===== src/rtl/bmnx_pkg.sv =====
package bmnx_pkg;

  typedef enum logic [2:0] {
    PH_IDLE  = 3'd0,
    PH_SWAIT = 3'd1,
    PH_SCAP  = 3'd2,
    PH_COUNT = 3'd3,
    PH_NWAIT = 3'd4,
    PH_NCAP  = 3'd5
  } bmnx_phase_e;

endpackage


===== src/rtl/bmnx_lower_mask.sv =====
module bmnx_lower_mask #(
  parameter int SYM_W = 8,
  localparam int NSYM = 1 << SYM_W
) (
  input  logic [SYM_W-1:0] sym_i,
  input  logic [NSYM-1:0]  map_i,
  output logic             hit_o,
  output logic [NSYM-1:0]  below_o
);

  logic [NSYM-1:0] lower;

  // bit b of lower is set when b lies strictly below the input byte
  for (genvar b = 0; b < NSYM; b++) begin : g_lower
    assign lower[b] = (sym_i > SYM_W'(b));
  end

  assign hit_o   = map_i[sym_i];
  assign below_o = map_i & lower;

endmodule


===== src/rtl/bmnx_chunk_count.sv =====
module bmnx_chunk_count #(
  parameter int WIDTH = 32,
  localparam int OUT_W = $clog2(WIDTH + 1)
) (
  input  logic [WIDTH-1:0] bits_i,
  output logic [OUT_W-1:0] count_o
);

  always_comb begin
    count_o = '0;
    for (int i = 0; i < WIDTH; i++) begin
      count_o = count_o + OUT_W'(bits_i[i]);
    end
  end

endmodule


===== src/rtl/bmnx_offset_engine.sv =====
module bmnx_offset_engine #(
  parameter int NSYM    = 256,
  parameter int CHUNK_W = 32,
  localparam int NCHUNK = NSYM / CHUNK_W,
  localparam int IDX_W  = (NCHUNK > 1) ? $clog2(NCHUNK) : 1,
  localparam int CNT_W  = $clog2(NSYM + 1),
  localparam int CC_W   = $clog2(CHUNK_W + 1)
) (
  input  logic             clk,
  input  logic             rst,
  input  logic             load_i,
  input  logic [NSYM-1:0]  vec_i,
  output logic             done_o,
  output logic [CNT_W-1:0] offset_o
);

  localparam logic [IDX_W-1:0] LAST_IDX = IDX_W'(NCHUNK - 1);

  logic [NSYM-1:0]    vec_q;
  logic [IDX_W-1:0]   idx_q;
  logic [CNT_W-1:0]   acc_q;
  logic               run_q;
  logic               done_q;
  logic [CNT_W-1:0]   off_q;
  logic [CHUNK_W-1:0] slice [NCHUNK];
  logic [CHUNK_W-1:0] cur_slice;
  logic [CC_W-1:0]    slice_cnt;
  logic [CNT_W-1:0]   acc_next;

  for (genvar c = 0; c < NCHUNK; c++) begin : g_slice
    assign slice[c] = vec_q[c*CHUNK_W +: CHUNK_W];
  end

  if (NCHUNK == 1) begin : g_single
    assign cur_slice = slice[0];
  end else begin : g_multi
    assign cur_slice = slice[idx_q];
  end

  bmnx_chunk_count #(.WIDTH(CHUNK_W)) u_count (
    .bits_i  (cur_slice),
    .count_o (slice_cnt)
  );

  assign acc_next = acc_q + CNT_W'(slice_cnt);

  always_ff @(posedge clk) begin
    if (load_i) begin
      vec_q <= vec_i;
    end
  end

  always_ff @(posedge clk) begin
    if (rst) begin
      idx_q  <= '0;
      acc_q  <= '0;
      run_q  <= 1'b0;
      done_q <= 1'b0;
      off_q  <= '0;
    end else begin
      done_q <= 1'b0;
      if (load_i) begin
        idx_q <= '0;
        acc_q <= '0;
        run_q <= 1'b1;
      end else if (run_q) begin
        acc_q <= acc_next;
        if (idx_q == LAST_IDX) begin
          run_q  <= 1'b0;
          done_q <= 1'b1;
          off_q  <= acc_next;
        end else begin
          idx_q <= idx_q + 1'b1;
        end
      end
    end
  end

  assign done_o   = done_q;
  assign offset_o = off_q;

endmodule


===== src/rtl/bmnx_next_state.sv =====
module bmnx_next_state
  import bmnx_pkg::*;
#(
  parameter int SYM_W      = 8,
  parameter int STATE_W    = 32,
  parameter int BASE_W     = 32,
  parameter int MPTR_W     = 32,
  parameter int INFO_W     = 8,
  parameter int CHUNK_W    = 32,
  parameter int ROOT_STATE = 0,
  localparam int NSYM  = 1 << SYM_W,
  localparam int REC_W = NSYM + STATE_W + BASE_W + MPTR_W + INFO_W
) (
  input  logic               clk,
  input  logic               rst,
  input  logic               start_i,
  input  logic [SYM_W-1:0]   sym_i,
  input  logic [STATE_W-1:0] state_i,
  output logic               done_o,
  output logic [STATE_W-1:0] next_state_o,
  output logic               match_o,
  output logic [INFO_W-1:0]  state_info_o,
  output logic               st_rd_en_o,
  output logic [STATE_W-1:0] st_rd_addr_o,
  input  logic [REC_W-1:0]   st_rd_data_i,
  output logic               nt_rd_en_o,
  output logic [BASE_W-1:0]  nt_rd_addr_o,
  input  logic [STATE_W-1:0] nt_rd_data_i
);

  localparam int CNT_W    = $clog2(NSYM + 1);
  localparam int MPTR_LSB = INFO_W;
  localparam int BASE_LSB = MPTR_LSB + MPTR_W;
  localparam int FAIL_LSB = BASE_LSB + BASE_W;
  localparam int MAP_LSB  = FAIL_LSB + STATE_W;
  localparam logic [STATE_W-1:0] ROOT = STATE_W'(ROOT_STATE);

  // record fields
  logic [NSYM-1:0]    rec_map;
  logic [STATE_W-1:0] rec_fail;
  logic [BASE_W-1:0]  rec_base;
  logic [MPTR_W-1:0]  rec_mptr;
  logic [INFO_W-1:0]  rec_info;

  assign rec_map  = st_rd_data_i[MAP_LSB  +: NSYM];
  assign rec_fail = st_rd_data_i[FAIL_LSB +: STATE_W];
  assign rec_base = st_rd_data_i[BASE_LSB +: BASE_W];
  assign rec_mptr = st_rd_data_i[MPTR_LSB +: MPTR_W];
  assign rec_info = st_rd_data_i[0 +: INFO_W];

  bmnx_phase_e        phase_q;
  logic [SYM_W-1:0]   sym_q;
  logic [STATE_W-1:0] cur_q;
  logic               final_q;
  logic [BASE_W-1:0]  base_q;
  logic               st_en_q;
  logic [STATE_W-1:0] st_addr_q;
  logic               nt_en_q;
  logic [BASE_W-1:0]  nt_addr_q;
  logic               done_q;
  logic [STATE_W-1:0] ns_q;
  logic               match_q;
  logic [INFO_W-1:0]  info_q;

  logic               sym_hit;
  logic [NSYM-1:0]    below_map;
  logic               eng_load;
  logic               eng_done;
  logic [CNT_W-1:0]   eng_off;

  bmnx_lower_mask #(.SYM_W(SYM_W)) u_mask (
    .sym_i   (sym_q),
    .map_i   (rec_map),
    .hit_o   (sym_hit),
    .below_o (below_map)
  );

  assign eng_load = (phase_q == PH_SCAP) && !final_q && sym_hit;

  bmnx_offset_engine #(.NSYM(NSYM), .CHUNK_W(CHUNK_W)) u_engine (
    .clk      (clk),
    .rst      (rst),
    .load_i   (eng_load),
    .vec_i    (below_map),
    .done_o   (eng_done),
    .offset_o (eng_off)
  );

  always_ff @(posedge clk) begin
    if (rst) begin
      phase_q   <= PH_IDLE;
      sym_q     <= '0;
      cur_q     <= '0;
      final_q   <= 1'b0;
      base_q    <= '0;
      st_en_q   <= 1'b0;
      st_addr_q <= '0;
      nt_en_q   <= 1'b0;
      nt_addr_q <= '0;
      done_q    <= 1'b0;
      ns_q      <= '0;
      match_q   <= 1'b0;
      info_q    <= '0;
    end else begin
      st_en_q <= 1'b0;
      nt_en_q <= 1'b0;
      done_q  <= 1'b0;
      unique case (phase_q)
        PH_IDLE: begin
          if (start_i) begin
            sym_q     <= sym_i;
            cur_q     <= state_i;
            final_q   <= 1'b0;
            st_en_q   <= 1'b1;
            st_addr_q <= state_i;
            phase_q   <= PH_SWAIT;
          end
        end
        PH_SWAIT: begin
          phase_q <= PH_SCAP;
        end
        PH_SCAP: begin
          if (final_q || (!sym_hit && cur_q == ROOT)) begin
            done_q  <= 1'b1;
            ns_q    <= final_q ? cur_q : ROOT;
            match_q <= |rec_mptr;
            info_q  <= rec_info;
            phase_q <= PH_IDLE;
          end else if (sym_hit) begin
            base_q  <= rec_base;
            phase_q <= PH_COUNT;
          end else begin
            cur_q     <= rec_fail;
            st_en_q   <= 1'b1;
            st_addr_q <= rec_fail;
            phase_q   <= PH_SWAIT;
          end
        end
        PH_COUNT: begin
          if (eng_done) begin
            nt_en_q   <= 1'b1;
            nt_addr_q <= base_q + BASE_W'(eng_off);
            phase_q   <= PH_NWAIT;
          end
        end
        PH_NWAIT: begin
          phase_q <= PH_NCAP;
        end
        PH_NCAP: begin
          cur_q     <= nt_rd_data_i;
          final_q   <= 1'b1;
          st_en_q   <= 1'b1;
          st_addr_q <= nt_rd_data_i;
          phase_q   <= PH_SWAIT;
        end
        default: phase_q <= PH_IDLE;
      endcase
    end
  end

  assign done_o       = done_q;
  assign next_state_o = ns_q;
  assign match_o      = match_q;
  assign state_info_o = info_q;
  assign st_rd_en_o   = st_en_q;
  assign st_rd_addr_o = st_addr_q;
  assign nt_rd_en_o   = nt_en_q;
  assign nt_rd_addr_o = nt_addr_q;

endmodule


===== config.mk =====
export PLATFORM = sky130hd
export DESIGN_NAME = bmnx_next_state
export DESIGN_NICKNAME = d
export VERILOG_FILES = /design/src/rtl/bmnx_pkg.sv /design/src/rtl/bmnx_lower_mask.sv /design/src/rtl/bmnx_chunk_count.sv /design/src/rtl/bmnx_offset_engine.sv /design/src/rtl/bmnx_next_state.sv
export SDC_FILE = /design/constraint.sdc
export NUM_CORES = 1
export LEC_CHECK = 0
export BUFFER_PORTS_ARGS = -buffer_cell sky130_fd_sc_hd__buf_2
export CAP_MARGIN = 10
export CORE_ASPECT_RATIO = 1.25
export CORE_MARGIN = 5
export CORE_UTILIZATION = 41
export CTS_CLUSTER_DIAMETER = 30
export DETAILED_ROUTE_END_ITERATION = 7
export GPL_ROUTABILITY_DRIVEN = 0
export PLACE_DENSITY = 0.67
export SLEW_MARGIN = 20
export SYNTH_ARGS = -nofsm -noshare
export SYNTH_HDL_FRONTEND = slang
export SYNTH_SLANG_ARGS = --single-unit

===== constraint.sdc =====
create_clock -name clk -period 7.9 [get_ports clk]
set_input_delay 1.185 -clock clk [delete_from_list [all_inputs] [get_ports clk]]
set_output_delay 1.185 -clock clk [all_outputs]
set_load 0.05 [all_outputs]

==> flow_metrics.env <==
export IMPL_share_clk_of_total_power_pct=44.0
export IMPL_critical_path_top_cell_by_count="sky130_fd_sc_hd__fa_1"
export IMPL_synth_warning_count=0
export IMPL_cts_hold_buf=0
export IMPL_cts_path_max_buffers=3
export IMPL_synth_edff_count=255
export IMPL_synth_avg_cell_area_um2=10.82
export IMPL_grt_first_pass_wirelength_mm=141.7
export IMPL_startpoint_type="register"
export IMPL_critical_path_arrival_ps=7510
export IMPL_power_share_combinational_pct=25.8
export IMPL_detailedRoute_firstIterationViolations=3491
export IMPL_critical_path_peak_fanout=25
export IMPL_hold_ws_ps=447.2
export IMPL_worstReg2RegEnd="u_engine.offset_o[8]"
export IMPL_static_leak_nw=11.39
export IMPL_fmax_mhz=141.5
export IMPL_regToRegStartpoint="u_engine.idx_q[0]"
export IMPL_drive_above_1_share_pct=32.08
export IMPL_layout_common_cells="sky130_fd_sc_hd__buf_2, sky130_fd_sc_hd__nor2_1, sky130_fd_sc_hd__edfxtp_1, sky130_fd_sc_hd__nand2_1, sky130_fd_sc_hd__dfxtp_1"
export IMPL_r2r_worst_path_cells=20
export IMPL_num_io_pins=543
export IMPL_power_per_cell_area_nw_per_um2=285.6
export IMPL_grt_pass1_vias=22040
export IMPL_min_delay_path_depth=2
export IMPL_switching_pwr_mw=2.790
export IMPL_post_drt_via_cell_ratio=6.292
export IMPL_report_final_hold_viol_count=0
export IMPL_critical_path_top_delay_family="adder cells"
export IMPL_core_area_um2=57140
export IMPL_mappedNetlistNets=2674
export IMPL_clock_skew_ps=39.55
export IMPL_grt_overflow=0
export IMPL_design_die_area_um2=62600
export IMPL_seq_power_share_pct=30.3
export IMPL_timing_critical_path_buf_inv=2
export IMPL_post_dp_hpwl_mm=73.42
export IMPL_path_class="reg2reg"
export IMPL_worstHoldStart="nt_rd_addr_o[2]"
export IMPL_nets=3182
export IMPL_final_cell_area_um2=30090
export IMPL_syn2layout_area_growth_pct=27.26
export IMPL_layout_setup_ws_ps=835.1
export IMPL_average_wire_per_standard_cell_um=27.97
export IMPL_synth_top_area_share_pct=32.39
export IMPL_ys_top_cells_by_area="sky130_fd_sc_hd__edfxtp_1, sky130_fd_sc_hd__dfxtp_1, sky130_fd_sc_hd__mux4_2"
export IMPL_synth_sequential_area_ratio_pct=47.21
export IMPL_rows=98
export IMPL_cts_max_level=3
export IMPL_slew_headroom_pct=14.33
export IMPL_kind_of_capture_point_of_the_worst_setup_path="register"
export IMPL_crit_path_max_incr_delay_ps=640
export IMPL_clk_latency_ps=640
export IMPL_routed_wirelength_mm=98.47
export IMPL_cts_made_buffers=87
export IMPL_placement_io_buffers=542
export IMPL_maxSlewViolCount=0
export IMPL_peak_supply_drop_mv=0.3427
export IMPL_outcome="finished with violations"
export IMPL_synth_cell_area_um2=23640
export IMPL_cts_root_buffer_cell="sky130_fd_sc_hd__clkbuf_16"
export IMPL_groute_usage_overall_pct=30.15
export IMPL_worst_ep_required_ps=8340
export IMPL_totalNegativeSetupSlack_ps=0
export IMPL_rsz0062_at_grt="no"
export IMPL_p_int_mw=5.802
export IMPL_timing_critical_path_slowest_stage_cell="sky130_fd_sc_hd__fa_1"
export IMPL_drt_pass1_iterations=8
export IMPL_synthArstFlopShare_pct=0
export IMPL_synth_top_cell_by_area="sky130_fd_sc_hd__edfxtp_1"
export IMPL_synth_seq_cells=430
export IMPL_starting_density_of_the_core_pct=41.38
export IMPL_antenna_found_initial=6
export IMPL_worst_slew_pin_transition_ps=1272
export IMPL_synth_flop_cell="sky130_fd_sc_hd__edfxtp_1"
export IMPL_postSynthCellCount=2186
export IMPL_drt_drc_violations_left=19
export IMPL_placement_cell_area_um2=27030
export IMPL_routed_via_count=22150
export IMPL_hold_path_class="reg2reg"
export IMPL_worstHoldEndpoint="nt_rd_addr_o[2]"
export IMPL_finalSetupViolCount=0
export IMPL_drv_max_cap_violation_count=0
export IMPL_cts_sink_count=430
export IMPL_pin_count_of_the_biggest_net_entering_global_routing=154
export IMPL_post_route_min_period_ps=7065
export IMPL_violations="DRC"
export IMPL_timing_critical_path_cells="buf_12 > mux4_2 > mux2i_1 > fa_1 > fa_1 > fa_1 > fa_1 > fa_1 > fa_1 > fa_1 > inv_1 > fa_1 > a21o_1 > a21oi_1 > o21bai_1 > a21oi_1 > nor2b_1 > o21ai_0 > xor2_1 > a211oi_1"
export IMPL_tritoncts="yes"
export IMPL_die_height_um=278.5
export IMPL_fp_dieW_um=224.8
export IMPL_ant_nets=0
export IMPL_post_synth_num_cell_types=68
export IMPL_post_cts_setup_buffers=0
export IMPL_pre_cts_ws_ps=842.5
export IMPL_fillCellCount=5046
export IMPL_netSwitchingFraction_pct=32.47
export IMPL_clock_edge_transition_at_the_registers_on_the_reported_setup_and_hold_paths_ps=50
export IMPL_mostFrequentLayoutCell="sky130_fd_sc_hd__buf_2"
export IMPL_r2r_setup_slack_ps=840
export IMPL_timing_final_crit_share_pct=89.43
export IMPL_postCtsResizedCells=0
[power groups by stage]
stage                     clock, mW  sequential [mW]  combinational, mW
after CTS                      3.80             2.60               2.18
after floorplan                   0             2.68               1.37
after global placement            0             2.63               2.08
final                          3.78             2.60               2.21
after detailed placement          0             2.64               2.17
after global routing           3.93             2.61               2.37
[kinds of logic (layout without fill, tap and decap cells)]
family	count (synthesis)	count (layout)	synth area share (%)
flip-flops	430	430	47.21
AND/OR/NAND/NOR	703	703	13.56
other	0	2	0
buffers and inverters	209	791	3.667
multiplexers	230	230	15.48
XOR/XNOR	37	37	1.371
adder cells (fa/ha/maj)	53	53	3.662
AO/OA/AOI/OAI	524	524	15.05
[final cells by class]
cell class,count,area (um2),share of cell area [%]
multi-input combinational,1547,11670,38.79
sequential,430,11180,37.14
timing repair buffer,580,3067,10.19
clock buffer,97,2287,7.602
tap,750,938.4,3.119
clock inverter,66,762.0,2.533
inverter,48,180.2,0.5988
antenna,2,5.005,0.01663
[cell usage after synthesis (18+ instances only)]
library cell / number
sky130_fd_sc_hd__nor2_1: 260
sky130_fd_sc_hd__edfxtp_1: 255
sky130_fd_sc_hd__nand2_1: 206
sky130_fd_sc_hd__dfxtp_1: 175
sky130_fd_sc_hd__a21oi_1: 144
sky130_fd_sc_hd__mux2i_1: 117
sky130_fd_sc_hd__clkbuf_1: 112
sky130_fd_sc_hd__mux4_2: 108
sky130_fd_sc_hd__o21ai_0: 99
sky130_fd_sc_hd__a22oi_1: 91
sky130_fd_sc_hd__inv_1: 46
sky130_fd_sc_hd__nor2b_1: 43
sky130_fd_sc_hd__and3_1: 41
sky130_fd_sc_hd__a21boi_0: 32
sky130_fd_sc_hd__a211oi_1: 31
sky130_fd_sc_hd__nand3_1: 31
sky130_fd_sc_hd__and2_1: 30
sky130_fd_sc_hd__fa_1: 27
sky130_fd_sc_hd__ha_1: 26
sky130_fd_sc_hd__xnor2_1: 25
sky130_fd_sc_hd__nor3_1: 22
sky130_fd_sc_hd__nor4_1: 19
sky130_fd_sc_hd__buf_1: 18
sky130_fd_sc_hd__buf_2: 18
[metrics by stage]
| step | std cells | utilization, % | power, mW |
|---|---|---|---|
| after global routing | 3519 | 52.65 | 8.907 |
| after floorplan | 2186 | - | 4.053 |
| after global placement | 3355 | 47.31 | 4.716 |
| after CTS | 3518 | 52.64 | 8.573 |
| after detailed placement | 3355 | 47.31 | 4.803 |
| final | 3520 | 52.66 | 8.592 |
[how the worst max path moves through the flow]
stage | slack, ps | cells past startpoint | from | end
final | 840 | 20 | u_engine.idx_q[0] | u_engine.offset_o[8]
after global routing | 480 | 22 | u_engine.idx_q[0] | u_engine.offset_o[8]
after CTS | 800 | 20 | u_engine.idx_q[0] | u_engine.offset_o[8]
after detailed placement | 840 | 20 | u_engine.idx_q[0] | u_engine.offset_o[8]
after global placement | 1030 | 20 | u_engine.idx_q[0] | u_engine.offset_o[8]
after floorplan | 920 | 21 | u_engine.idx_q[0] | u_engine.offset_o[8]
[registers in the layout, indices dropped and copies added (netlist names), 3 cells and up]
register	count
phase_q	3
next_state_o	32
state_info_o	8
nt_rd_addr_o	32
base_q	32
u_engine.offset_o	9
u_engine.idx_q	3
u_engine.acc_q	9
st_rd_addr_o	32
u_engine.vec_q	255
sym_q	8
[worst reg2reg max path: cells and delay by family (launching register included)]
kind            cells  cell delay, ps
compound gates      6            1110
flops               1             610
mux                 2             760
xor+xnor            1             180
fa+ha+maj           8            3770
simple gates        1              90
buf+inv             2             370
[layer usage]
metal	vias up	track usage (%)	part of all wire, %
met5	-	0	0.038
met4	6	20.05	8.5
met3	519	9.896	14
met2	2068	46.43	44
met1	10310	35.97	33
li1	9245	-	-
(Power assumes the default switching activity.)
